==> src/rtl/cfgclk_pkg.sv <==
// Package: shared register offsets and status bit positions for the
// configuration clock burst generator. Offsets are the software-visible
// decode and must not move.
package cfgclk_pkg;
    localparam int unsigned CNT_OFS      = 32'h8;  // pulse count / remaining
    localparam int unsigned STAT_OFS     = 32'hC;  // status (done W1C, busy RO)
    localparam int unsigned STAT_DONE_B  = 0;      // completion flag bit
    localparam int unsigned STAT_BUSY_B  = 1;      // burst-active bit
endpackage

==> src/rtl/cfgclk_half_timer.sv <==
// Module: cfgclk_half_timer
// Counts system clock cycles within one half period of the output clock and
// flags the last cycle of each half period.
// Assumes HALF_DIV >= 1; restart and idle both force the count to zero.
module cfgclk_half_timer #(
    parameter int unsigned HALF_DIV = 2
) (
    input  logic clk,
    input  logic rst_n,
    input  logic restart,
    input  logic run,
    output logic tick
);
    localparam int unsigned CW = (HALF_DIV > 1) ? $clog2(HALF_DIV) : 1;
    localparam logic [CW-1:0] LAST = CW'(HALF_DIV - 1);

    logic [CW-1:0] cnt_q;

    // Last cycle of the current half period.
    assign tick = run && (cnt_q == LAST);

    // Half-period cycle counter.
    always_ff @(posedge clk) begin
        if (!rst_n) begin
            cnt_q <= '0;
        end else if (restart || !run || tick) begin
            cnt_q <= '0;
        end else begin
            cnt_q <= cnt_q + 1'b1;
        end
    end
endmodule

==> src/rtl/cfgclk_pulse_seq.sv <==
// Module: cfgclk_pulse_seq
// Holds the remaining pulse count and shapes the output clock level.
// On start with a nonzero load it raises the clock at once. At each half-period
// tick it toggles the level. The count drops on every falling transition, and
// the burst ends after the low half of the last pulse.
// Assumes start is only asserted while idle (gated upstream).
module cfgclk_pulse_seq #(
    parameter int unsigned CNT_W = 32
) (
    input  logic             clk,
    input  logic             rst_n,
    input  logic             start,
    input  logic [CNT_W-1:0] load_cnt,
    input  logic             tick,
    output logic             busy,
    output logic             dclk,
    output logic [CNT_W-1:0] remain,
    output logic             finish
);
    logic             busy_q;
    logic             dclk_q;
    logic [CNT_W-1:0] remain_q;
    logic             load_zero;
    logic             last_low;

    assign load_zero = (load_cnt == '0);
    assign last_low  = busy_q && tick && !dclk_q && (remain_q == '0);

    // Completion: either an empty request or the end of the last low half.
    assign finish = (start && load_zero) || last_low;

    // Burst state, output level and remaining count.
    always_ff @(posedge clk) begin
        if (!rst_n) begin
            busy_q   <= 1'b0;
            dclk_q   <= 1'b0;
            remain_q <= '0;
        end else if (start && !load_zero) begin
            busy_q   <= 1'b1;
            dclk_q   <= 1'b1;
            remain_q <= load_cnt;
        end else if (busy_q && tick) begin
            if (dclk_q) begin
                dclk_q   <= 1'b0;
                remain_q <= remain_q - 1'b1;
            end else if (remain_q == '0) begin
                busy_q   <= 1'b0;
            end else begin
                dclk_q   <= 1'b1;
            end
        end
    end

    assign busy   = busy_q;
    assign dclk   = dclk_q;
    assign remain = remain_q;
endmodule

==> src/rtl/cfgclk_regs.sv <==
// Module: cfgclk_regs
// Decodes register writes, holds the write-one-to-clear done flag and muxes
// read data. A count write is accepted only when no burst runs and done is
// clear. Set has priority over clear, though the gating keeps them apart.
// Assumes ADDR_W >= 4 so that both offsets are reachable.
module cfgclk_regs
    import cfgclk_pkg::*;
#(
    parameter int unsigned ADDR_W = 4,
    parameter int unsigned DATA_W = 32
) (
    input  logic              clk,
    input  logic              rst_n,
    input  logic              reg_wr,
    input  logic [ADDR_W-1:0] reg_addr,
    input  logic [DATA_W-1:0] reg_wdata,
    input  logic              busy,
    input  logic [DATA_W-1:0] remain,
    input  logic              finish,
    output logic              start,
    output logic [DATA_W-1:0] load_cnt,
    output logic              done,
    output logic [DATA_W-1:0] reg_rdata
);
    localparam logic [ADDR_W-1:0] CNT_A  = ADDR_W'(CNT_OFS);
    localparam logic [ADDR_W-1:0] STAT_A = ADDR_W'(STAT_OFS);

    logic done_q;
    logic clr_req;

    // Count write accepted only from a fully idle state.
    assign start    = reg_wr && (reg_addr == CNT_A) && !busy && !done_q;
    assign load_cnt = reg_wdata;
    assign clr_req  = reg_wr && (reg_addr == STAT_A) && reg_wdata[STAT_DONE_B];

    // Sticky completion flag with write-one-to-clear.
    always_ff @(posedge clk) begin
        if (!rst_n) begin
            done_q <= 1'b0;
        end else if (finish) begin
            done_q <= 1'b1;
        end else if (clr_req) begin
            done_q <= 1'b0;
        end
    end

    // Read data mux.
    always_comb begin
        reg_rdata = '0;
        if (reg_addr == CNT_A) begin
            reg_rdata = remain;
        end else if (reg_addr == STAT_A) begin
            reg_rdata[STAT_DONE_B] = done_q;
            reg_rdata[STAT_BUSY_B] = busy;
        end
    end

    assign done = done_q;
endmodule

==> src/rtl/cfgclk_burst_gen.sv <==
// Module: cfgclk_burst_gen (top)
// Counted configuration clock burst generator: a register write of N emits N
// pulses of HALF_DIV cycles high and HALF_DIV low, then latches done.
// Assumes a single-cycle write strobe and synchronous active-low reset.
module cfgclk_burst_gen #(
    parameter int unsigned ADDR_W   = 4,
    parameter int unsigned DATA_W   = 32,
    parameter int unsigned HALF_DIV = 2
) (
    input  logic              clk,
    input  logic              rst_n,
    input  logic              reg_wr,
    input  logic [ADDR_W-1:0] reg_addr,
    input  logic [DATA_W-1:0] reg_wdata,
    output logic [DATA_W-1:0] reg_rdata,
    output logic              dclk_o,
    output logic              done_o
);
    logic              start_w;
    logic [DATA_W-1:0] load_w;
    logic              busy_w;
    logic [DATA_W-1:0] remain_w;
    logic              finish_w;
    logic              tick_w;

    cfgclk_regs #(.ADDR_W(ADDR_W), .DATA_W(DATA_W)) u_regs (
        .clk       (clk),
        .rst_n     (rst_n),
        .reg_wr    (reg_wr),
        .reg_addr  (reg_addr),
        .reg_wdata (reg_wdata),
        .busy      (busy_w),
        .remain    (remain_w),
        .finish    (finish_w),
        .start     (start_w),
        .load_cnt  (load_w),
        .done      (done_o),
        .reg_rdata (reg_rdata)
    );

    cfgclk_half_timer #(.HALF_DIV(HALF_DIV)) u_timer (
        .clk     (clk),
        .rst_n   (rst_n),
        .restart (start_w),
        .run     (busy_w),
        .tick    (tick_w)
    );

    cfgclk_pulse_seq #(.CNT_W(DATA_W)) u_seq (
        .clk      (clk),
        .rst_n    (rst_n),
        .start    (start_w),
        .load_cnt (load_w),
        .tick     (tick_w),
        .busy     (busy_w),
        .dclk     (dclk_o),
        .remain   (remain_w),
        .finish   (finish_w)
    );
endmodule

==> config.mk <==
export PLATFORM = sky130hd
export DESIGN_NAME = cfgclk_burst_gen
export DESIGN_NICKNAME = d
export VERILOG_FILES = /design/src/rtl/cfgclk_pkg.sv /design/src/rtl/cfgclk_half_timer.sv /design/src/rtl/cfgclk_pulse_seq.sv /design/src/rtl/cfgclk_regs.sv /design/src/rtl/cfgclk_burst_gen.sv
export SDC_FILE = /design/constraint.sdc
export NUM_CORES = 1
export LEC_CHECK = 0
export BUFFER_PORTS_ARGS = -buffer_cell sky130_fd_sc_hd__buf_2
export CAP_MARGIN = 20
export CELL_PAD_IN_SITES_DETAIL_PLACEMENT = 0
export CELL_PAD_IN_SITES_GLOBAL_PLACEMENT = 1
export CORE_MARGIN = 2
export CORE_UTILIZATION = 35
export CTS_CLUSTER_SIZE = 25
export DETAILED_ROUTE_END_ITERATION = 16
export GPL_ROUTABILITY_DRIVEN = 1
export PLACE_DENSITY = 0.76
export SETUP_SLACK_MARGIN = 0.4
export SYNTH_ARGS = -nofsm -noshare
export SYNTH_HDL_FRONTEND = slang
export SYNTH_SLANG_ARGS = --single-unit
==> constraint.sdc <==
create_clock -name clk -period 3.9 [get_ports clk]
set_input_delay 0.585 -clock clk [delete_from_list [all_inputs] [get_ports clk]]
set_output_delay 0.585 -clock clk [all_outputs]
set_load 0.02 [all_outputs]
==> results.md, run 1 <==
- Core area: 6420 µm²
- Post-Syn Area: 2360 µm²
- Clock Path Buffers: 2
- Simple-gate portion of the synthesized area: 39.5%
- CTS tree: done
- Synth cell types: 49
- Final setup fails: 0
- Layout area overhead: 21.4%
- VDD IR max: 128 µV
- CP Max Fanout: 29
- Crit path kind: primary input to flop
- Post-synth top area share: 30.5%
- Worst Hold Class: flop to flop
- Largest area contributor in the netlist: dfxtp_1
- Post-synthesis cell count: 298
- Storage cell area: 721 µm²
- Status: finished clean
- XOR/XNOR Fraction of Synth Area: 2.60%
- Slew at the pin with the worst max-slew slack: 0.802 ns
- Pins Over Slew Limit: 0
- Syn_area_per_cell: 7.93 µm²
- Antenna violations before repair: 0
- # nets final: 399
- Mux contribution to synthesized area: 1.27%
- Arrival time at the worst endpoint: 2.61 ns
- DRT iter0 DRCs: 116
- Post-synth EDFFs: 0
- Sequential share of the synthesized area: 30.5%
- Share of cells above drive strength 1: 26.9%
- Vias per Instance: 5.73
- Worst setup margin: 1.52 ns
- Tot Pwr: 772 µW
- Antenna Cells: 0
- Final hold violation count: 0
- Final Skew: 0.00609 ns
- Grt ovf: 0
- Num rows: 29
- Period utilization: 61.1%
- Top post-synthesis cells by area: dfxtp_1 31%, and2_1 7.9%, a21oi_1 4.7%
- Post-synthesis compound-gate area fraction: 20.3%
- Seq cells post-synth: 36
- Resize count post-CTS: 0
- WP data required: 4.13 ns
- I/O Pins: 73
- Crit end category: flop
- Multi-input logic area: 1530 µm²
- Tmin final: 2.38 ns
- Largest net degree at the start of global routing: 33
- Vias in the first global route: 2,353
- Commonest non-fill, non-tap cell in the layout: buf_2
- Post-route setup TNS: 0 ns
- Switching portion of total power: 27.4%
- Startpoint class of the critical path: primary input
- RSZ-0062 raised after global routing: false
- TritonRoute pass-1 iters: 4
- Clk pwr share: 36.9%
- Pwr dens: 269 nW/µm²
- DR WL/cell: 16.4 µm
- Syn_nets: 338
- Antenna-violating nets left: 0
- Combinational Power Share: 13.9%
- Chip width: 86.2 µm
- Max transition margin: 46.5%
- Clk sink count: 36
- DR vias: 2,505
- Synth Flop Type: dfxtp_1
- CTS buffer count: 5
- Clock root cell: clkbuf_8
- Adder-Cell Fraction of Synth Area: 0.530%
- Post-CTS setup buffers: 0
- Initial Util: 36.8%
- F_max: 420 MHz
- Max_cap viols: 0
- Drt drc: 0
- # hold bufs at CTS: 0
- Sequential share of power: 49.3%
- Commonest non-fill, non-tap cells in the layout: 72 x buf_2, 36 x dfxtp_1, 30 x and2_1
- Die Area: 7420 µm²
- YS warnings: 0
- Chip height: 86.2 µm
- Dpl hpwl: 5270 µm
- Largest family of logic cells by synthesized area: simple AND/OR/NAND/NOR gates
- Pre-CTS WS: 1.15 ns
- Total global-route track usage: 19.3%
- Clock slew at reported path FFs: 0.08 ns
- GP Congestion: 0.812
- Share of flip-flops with an asynchronous set or reset: 0%
- First-pass GRT wire length: 11,500 µm
- LEAKAGE: 1.15 nW
- Clk Latency, worst-skew pair: 0.29 ns
- Internal power: 561 µW
- Detailed Route WL: 7190 µm
- CTS H-tree depth: 2
- Switch Pwr: 211 µW
- Buffers on Ports: 72
- Filler cells: 680
-- registers in the layout, summed over array words and instances, names as in the netlist --
name,count
u_regs.done,1
u_seq.busy,1
u_seq.dclk,1
u_seq.remain,32
u_timer.cnt_q,1
-- logic make-up (layout without fill, tap and decap cells) --
family	after synthesis	after routing
multiplexers	3	3
AO/OA/AOI/OAI	71	71
buffers and inverters	28	90
AND/OR/NAND/NOR	152	152
adder cells (fa/ha/maj)	1	1
XOR/XNOR	7	7
flip-flops	36	36
-- worst max-delay path, cell delays in order --
cell     delay (ns)
buf_2          0.11
nor4b_2        0.26
buf_4          0.29
and3_1         0.32
o21a_1         0.69
a22oi_1        0.19
a21oi_1        0.16
-- cells in the mapped netlist (5+ instances only) --
cell / count
dfxtp_1: 36
and2_1: 30
a21oi_1: 22
nor2_1: 22
nand3_1: 18
clkbuf_1: 17
nand2_1: 15
nor3_1: 12
nand4_1: 11
nor4_1: 10
a31oi_1: 8
o211ai_1: 7
or3_1: 7
a211oi_1: 6
inv_1: 6
a2bb2oi_1: 5
-- final timing paths --
path	slack, ns	start	cells past startpoint	endpoint
max	1.52	reg_addr[1]	7	u_seq.remain[22]
min	0.49	u_seq.remain[12]	2	u_seq.remain[12]
min reg2reg	0.49	u_seq.remain[12]	2	u_seq.remain[12]
max reg2reg	1.54	u_seq.remain[0]	7	u_seq.remain[26]
-- metal layers --
layer	global-route usage, %	up-vias	share of wire, %
li1	-	1250	-
met1	27.2	1163	48
met2	30.5	85	45
met3	3.56	7	5.6
met4	4.62	0	1.1
met5	0	-	0
-- power groups by stage --
stage	clock, mW	sequential, mW	combinational [mW]
floorplan	0	0.387	0.0652
global placement	0	0.389	0.104
detailed placement	0	0.389	0.104
CTS	0.289	0.380	0.104
global route	0.302	0.381	0.118
finish	0.284	0.380	0.107
-- area by class of cell --
type / instances / share of cell area, %
tap: 77 / 3.36
sequential: 36 / 25.1
timing repair buffer: 76 / 14.3
multi-input combinational: 234 / 53.3
clock buffer: 8 / 3.14
inverter: 6 / 0.785
-- through the flow --
step	hold WS, ns	cells	cell area, µm²	utilization [%]
after global placement	0.475	428	2750	42.8
after detailed placement	0.476	428	2750	42.8
after floorplan	0.447	298	2360	-
after CTS	0.487	436	2840	44.2
after global routing	0.509	437	2870	44.7
final	0.489	437	2870	44.7
No activity file was read; power rests on OpenSTA's default activity.
==> run 2: changes to the inputs <==
--- a/config.mk
+++ b/config.mk
@@ -10,11 +10,11 @@
 export CELL_PAD_IN_SITES_DETAIL_PLACEMENT = 0
 export CELL_PAD_IN_SITES_GLOBAL_PLACEMENT = 1
 export CORE_MARGIN = 2
-export CORE_UTILIZATION = 35
+export CORE_UTILIZATION = 33
 export CTS_CLUSTER_SIZE = 25
 export DETAILED_ROUTE_END_ITERATION = 16
 export GPL_ROUTABILITY_DRIVEN = 1
-export PLACE_DENSITY = 0.76
+export PLACE_DENSITY = 0.75
 export SETUP_SLACK_MARGIN = 0.4
 export SYNTH_ARGS = -nofsm -noshare
 export SYNTH_HDL_FRONTEND = slang
==> constraint.sdc (replaced) <==
create_clock -name clk -period 1.95 [get_ports clk]
set_input_delay 0.2925 -clock clk [delete_from_list [all_inputs] [get_ports clk]]
set_output_delay 0.2925 -clock clk [all_outputs]
set_load 0.02 [all_outputs]
==> run 2 against run 1 <==
  * The run now ends with setup timing left
  * First-iteration DRC count up 66%
  * Register-to-register slack worse by 1.6 ns
  * Via count up 24%
  * Critical endpoint is now u_seq.remain[21]
  * Sequential share of layout area down 8.5 points
  * Die area up 5.8%
  * Combinational power rose to 3.9 times the previous value
  * Worst hold slack worse by 0.21 ns
  * Final cell count up 28%
  * Sequential power up 99%
  * Core utilization up 19 points
  * Global-route usage up 4.9 points
==> results.md, run 2 (synthesized netlist as in run 1, its figures left out) <==
- Largest net degree at the start of global routing: 19
- Final setup fails: 7
- Vias in the first global route: 2,856
- Post-route setup TNS: -0.244 ns
- Clock Path Buffers: 2
- Clk Latency, worst-skew pair: 0.30 ns
- Final hold violation count: 0
- Tmin final: 2.00 ns
- Initial Util: 34.4%
- Antenna Cells: 0
- Clk sink count: 36
- Failing checks: setup timing
- Detailed Route WL: 10,000 µm
- Worst Hold Class: primary input to flop
- Core area: 6870 µm²
- Max reg flops: 32
- CP max stage cell: or4_4
- Num rows: 30
- TritonRoute pass-1 iters: 4
- Share of cells above drive strength 1: 60.6%
- Drt drc: 0
- Arrival time at the worst endpoint: 2.23 ns
- GP Congestion: 0.876
- Clock slew at reported path FFs: 0.08 ns
- Filler cells: 582
- Commonest non-fill, non-tap cell in the layout: buf_4
- Crit path kind: flop to flop
- DRT iter0 DRCs: 192
- Crit path largest cell delay: 0.59 ns
- Max transition margin: 78.8%
- DR vias: 3,115
- CTS buffer count: 5
- VDD IR max: 343 µV
- Crit end category: flop
- Crit path top cell by count: buf_4
- Pins Over Slew Limit: 0
- Commonest non-fill, non-tap cells in the layout: 88 x buf_4, 44 x buf_6, 39 x buf_2
- LEAKAGE: 1.86 nW
- Chip width: 88.6 µm
- First-pass GRT wire length: 14,400 µm
- WP data required: 2.18 ns
- Layout area overhead: 86.2%
- Clock root cell: clkbuf_8
- Slew at the pin with the worst max-slew slack: 0.314 ns
- Max_cap viols: 0
- Vias per Instance: 5.56
- Total global-route track usage: 24.2%
- Final Skew: 0.00723 ns
- R2R cell count: 8
- Grt ovf: 0
- Tot Pwr: 1.86 mW
- Worst setup margin: -0.0525 ns
- F_max: 499 MHz
- Buffers on Ports: 72
- Dpl hpwl: 6250 µm
- CP Max Fanout: 6
- Period utilization: 103%
- # nets final: 503
- Status: complete, but fails checks
- I/O Pins: 73
- Die Area: 7850 µm²
- CTS tree: done
- Antenna-violating nets left: 0
- Pwr dens: 422 nW/µm²
- Startpoint class of the critical path: flop
- CTS H-tree depth: 2
- Crit-path cells: or4_4, nor3_4, nand4_4, buf_4, buf_4, buf_4, a2bb2oi_1, a21oi_1
- DR WL/cell: 17.9 µm
- Chip height: 88.6 µm
- Hold Path Stages: 3
- RSZ-0062 raised after global routing: true
- Antenna violations before repair: 0
## run 2: power by group
part           leakage (nW)  internal, mW  switching (mW)  total (mW)
Clock                0.0541         0.379           0.308       0.687
Sequential            0.294         0.746         0.00981       0.756
Combinational          1.51         0.212           0.204       0.416
## run 2: timing repair
item | in CTS | in global routing
setup endpoints to repair | 61 | 63
hold buffers | 0 | 0
setup buffers | 11 | 18
gates cloned | 4 | 2
pin swaps | 20 | 50
resized for setup | 81 | 91
## run 2: worst paths after layout
path | startpoint | endpoint | slack, ns
setup / recovery | u_seq.remain[2] | u_seq.remain[21] | -0.05
hold reg to reg | u_seq.remain[12] | u_seq.remain[12] | 0.53
hold / removal | reg_wdata[5] | u_seq.remain[5] | 0.28
setup reg to reg | u_seq.remain[2] | u_seq.remain[21] | -0.05
## run 2: cell type report
cell class / count / area (µm²) / share of cell area [%]
clock inverter: 3 / 42.5 / 0.967
inverter: 6 / 22.5 / 0.512
multi-input combinational: 234 / 1890 / 43.0
timing repair buffer: 180 / 1520 / 34.7
tap: 96 / 120 / 2.73
sequential: 36 / 729 / 16.6
clock buffer: 5 / 68.8 / 1.56
## run 2: worst max-delay path, delay by kind of cell, from the launching register on
family                 cells  cell delay, ns
buffers and inverters      3            0.40
AND/OR/NAND/NOR            3            0.96
AO/OA/AOI/OAI              2            0.25
flip-flops                 1            0.33
## run 2: stage by stage
| step | worst slack [ns] | instance area (µm²) | instances | util (%) | hold slack, ns |
|---|---|---|---|---|---|
| global placement | -0.0771 | 3380 | 517 | 49.2 | 0.476 |
| detailed placement | -0.0510 | 3380 | 517 | 49.2 | 0.485 |
| finish | -0.0525 | 4400 | 560 | 64.0 | 0.279 |
| floorplan | -0.0256 | 2530 | 298 | - | 0.413 |
| CTS | -0.0156 | 3910 | 540 | 56.8 | 0.273 |
| global route | -0.128 | 4400 | 560 | 64.0 | 0.273 |
## run 2: per-layer routing
metal  up-vias  track usage, %  wire length (µm)
met5         -               0                 0
met4         0            7.02               189
met3        13            4.01               604
met2       124            40.4              4990
met1      1520            32.2              4220
li1       1458               -                 -
==> run 3: changes to the inputs <==
--- a/config.mk
+++ b/config.mk
@@ -10,11 +10,12 @@
 export CELL_PAD_IN_SITES_DETAIL_PLACEMENT = 0
 export CELL_PAD_IN_SITES_GLOBAL_PLACEMENT = 1
 export CORE_MARGIN = 2
-export CORE_UTILIZATION = 33
+export CORE_UTILIZATION = 25
 export CTS_CLUSTER_SIZE = 25
 export DETAILED_ROUTE_END_ITERATION = 16
 export GPL_ROUTABILITY_DRIVEN = 1
-export PLACE_DENSITY = 0.75
+export GPL_TIMING_DRIVEN = 0
+export PLACE_DENSITY = 0.59
 export SETUP_SLACK_MARGIN = 0.4
 export SYNTH_ARGS = -nofsm -noshare
 export SYNTH_HDL_FRONTEND = slang
==> run 3 against run 2 <==
  * Clock skew decreased by 0.0024 ns
  * Global-route usage shrank 5.3 points
  * Design area fell by 2.0%
  * Sequential power about the same
  * Largest power group unchanged
  * The run still ends with setup timing left
  * Sequential cell count unchanged
==> results.md, run 3 (synthesized netlist as in run 1, its figures left out) <==
- Status: complete, but fails checks
- Failing checks: setup timing
- Antenna Cells: 0
- Tmin final: 2.09 ns
- CP bufs+invs: 1
- LEAKAGE: 1.69 nW
- F_max: 480 MHz
- Clk sink count: 36
- Post-route setup TNS: -0.954 ns
- Non-filler cells, final: 534
- Layout area overhead: 82.5%
- Startpoint class of the critical path: flop
- I/O Pins: 73
- Final hold violation count: 0
- Dpl cells: 480
- Total global-route track usage: 18.9%
- Slew at the pin with the worst max-slew slack: 0.788 ns
- WP data required: 2.10 ns
- Grt ovf: 0
- GP Congestion: 0.778
- Clock root cell: clkbuf_8
- RSZ-0062 raised after global routing: true
- DRT iter0 DRCs: 125
- Buffers on Ports: 71
- CTS H-tree depth: 2
- Clock slew at reported path FFs: 0.08 ns
- Chip width: 101 µm
- Commonest non-fill, non-tap cell in the layout: buf_6
- Pins Over Slew Limit: 0
- Crit path largest cell delay: 0.56 ns
- Detailed Route WL: 10,100 µm
- Pwr dens: 402 nW/µm²
- Crit end category: flop
- Num rows: 35
- Share of cells above drive strength 1: 60.5%
- Max transition margin: 47.5%
- Vias in the first global route: 2,730
- Crit path top cell by count: or4_4
- Final Skew: 0.00484 ns
- Fin area: 4310 µm²
- CTS buffer count: 5
- Vias per Instance: 5.43
- CTS tree: done
- Clk Latency, worst-skew pair: 0.30 ns
- Clock Path Buffers: 2
- Die Area: 10,200 µm²
- Crit path max-delay family: simple AND/OR/NAND/NOR gates
- Dpl hpwl: 6640 µm
- Tot Pwr: 1.73 mW
- Register-to-register setup slack: -0.14 ns
- Final hold slack: 0.276 ns
- Worst Hold Class: primary input to flop
- Max reg flops: 32
- CP Max Fanout: 7
- Final setup fails: 13
- # hold bufs at CTS: 0
- Chip height: 101 µm
- CP max stage cell: or4_4
- Worst setup margin: -0.135 ns
- Largest net degree at the start of global routing: 11
- Drt drc: 0
- Crit-path cells: or4_4, buf_8, or4_4, o311ai_4, a31oi_1
- DR vias: 2,900
- Core area: 9200 µm²
- VDD IR max: 209 µV
- Antenna violations before repair: 0
- Commonest non-fill, non-tap cells in the layout: 42 x buf_6, 39 x buf_2, 29 x buf_4
- # nets final: 462
- Final Util: 46.9%
- First-pass GRT wire length: 14,900 µm
- DR WL/cell: 18.9 µm
- Period utilization: 107%
- DP Area: 3020 µm²
- Initial Util: 25.7%
- TritonRoute pass-1 iters: 4
- Arrival time at the worst endpoint: 2.23 ns
- Antenna-violating nets left: 0
- Max_cap viols: 0
- Pre-CTS WS: -0.542 ns
- Crit path kind: flop to flop
-- run 3: per-layer routing --
layer	global-route usage (%)	vias up	part of all wire [%]
li1	-	1386	-
met1	25.8	1410	46
met2	30.9	91	47
met3	3.59	13	5.5
met4	4.26	0	1.5
met5	0	-	0
-- run 3: area by class of cell --
class	count	area (µm²)
timing repair buffer	117	1040
tap	111	139
fill	880	4890
multi-input combinational	234	1990
sequential	36	756
buffer	22	273
clock buffer	8	90.1
inverter	6	25.0
-- run 3: report_power, final --
part	switching (mW)	internal, mW
Combinational	0.200	0.186
Clock	0.300	0.289
Sequential	0.0154	0.741
-- run 3: path summary, 6_finish.rpt --
check                   from          endpoint  cells past startpoint
max reg2reg  u_seq.remain[8]  u_seq.remain[17]                      5
max          u_seq.remain[8]  u_seq.remain[17]                      5
min reg2reg    u_timer.cnt_q     u_timer.cnt_q                      1
min             reg_wdata[2]   u_seq.remain[2]                      3
-- run 3: what timing repair did --
action	4_1_cts	5_1_grt
cloned	2	4
hold endpoints to repair	0	0
buffers inserted	24	16
pin swaps	41	33
setup endpoints to repair	63	63
resized for setup	145	84
-- run 3: worst min-delay path: cells and delay by family --
kind          cells  cell delay (ns)
buf+inv           1             0.11
simple gates      2             0.14
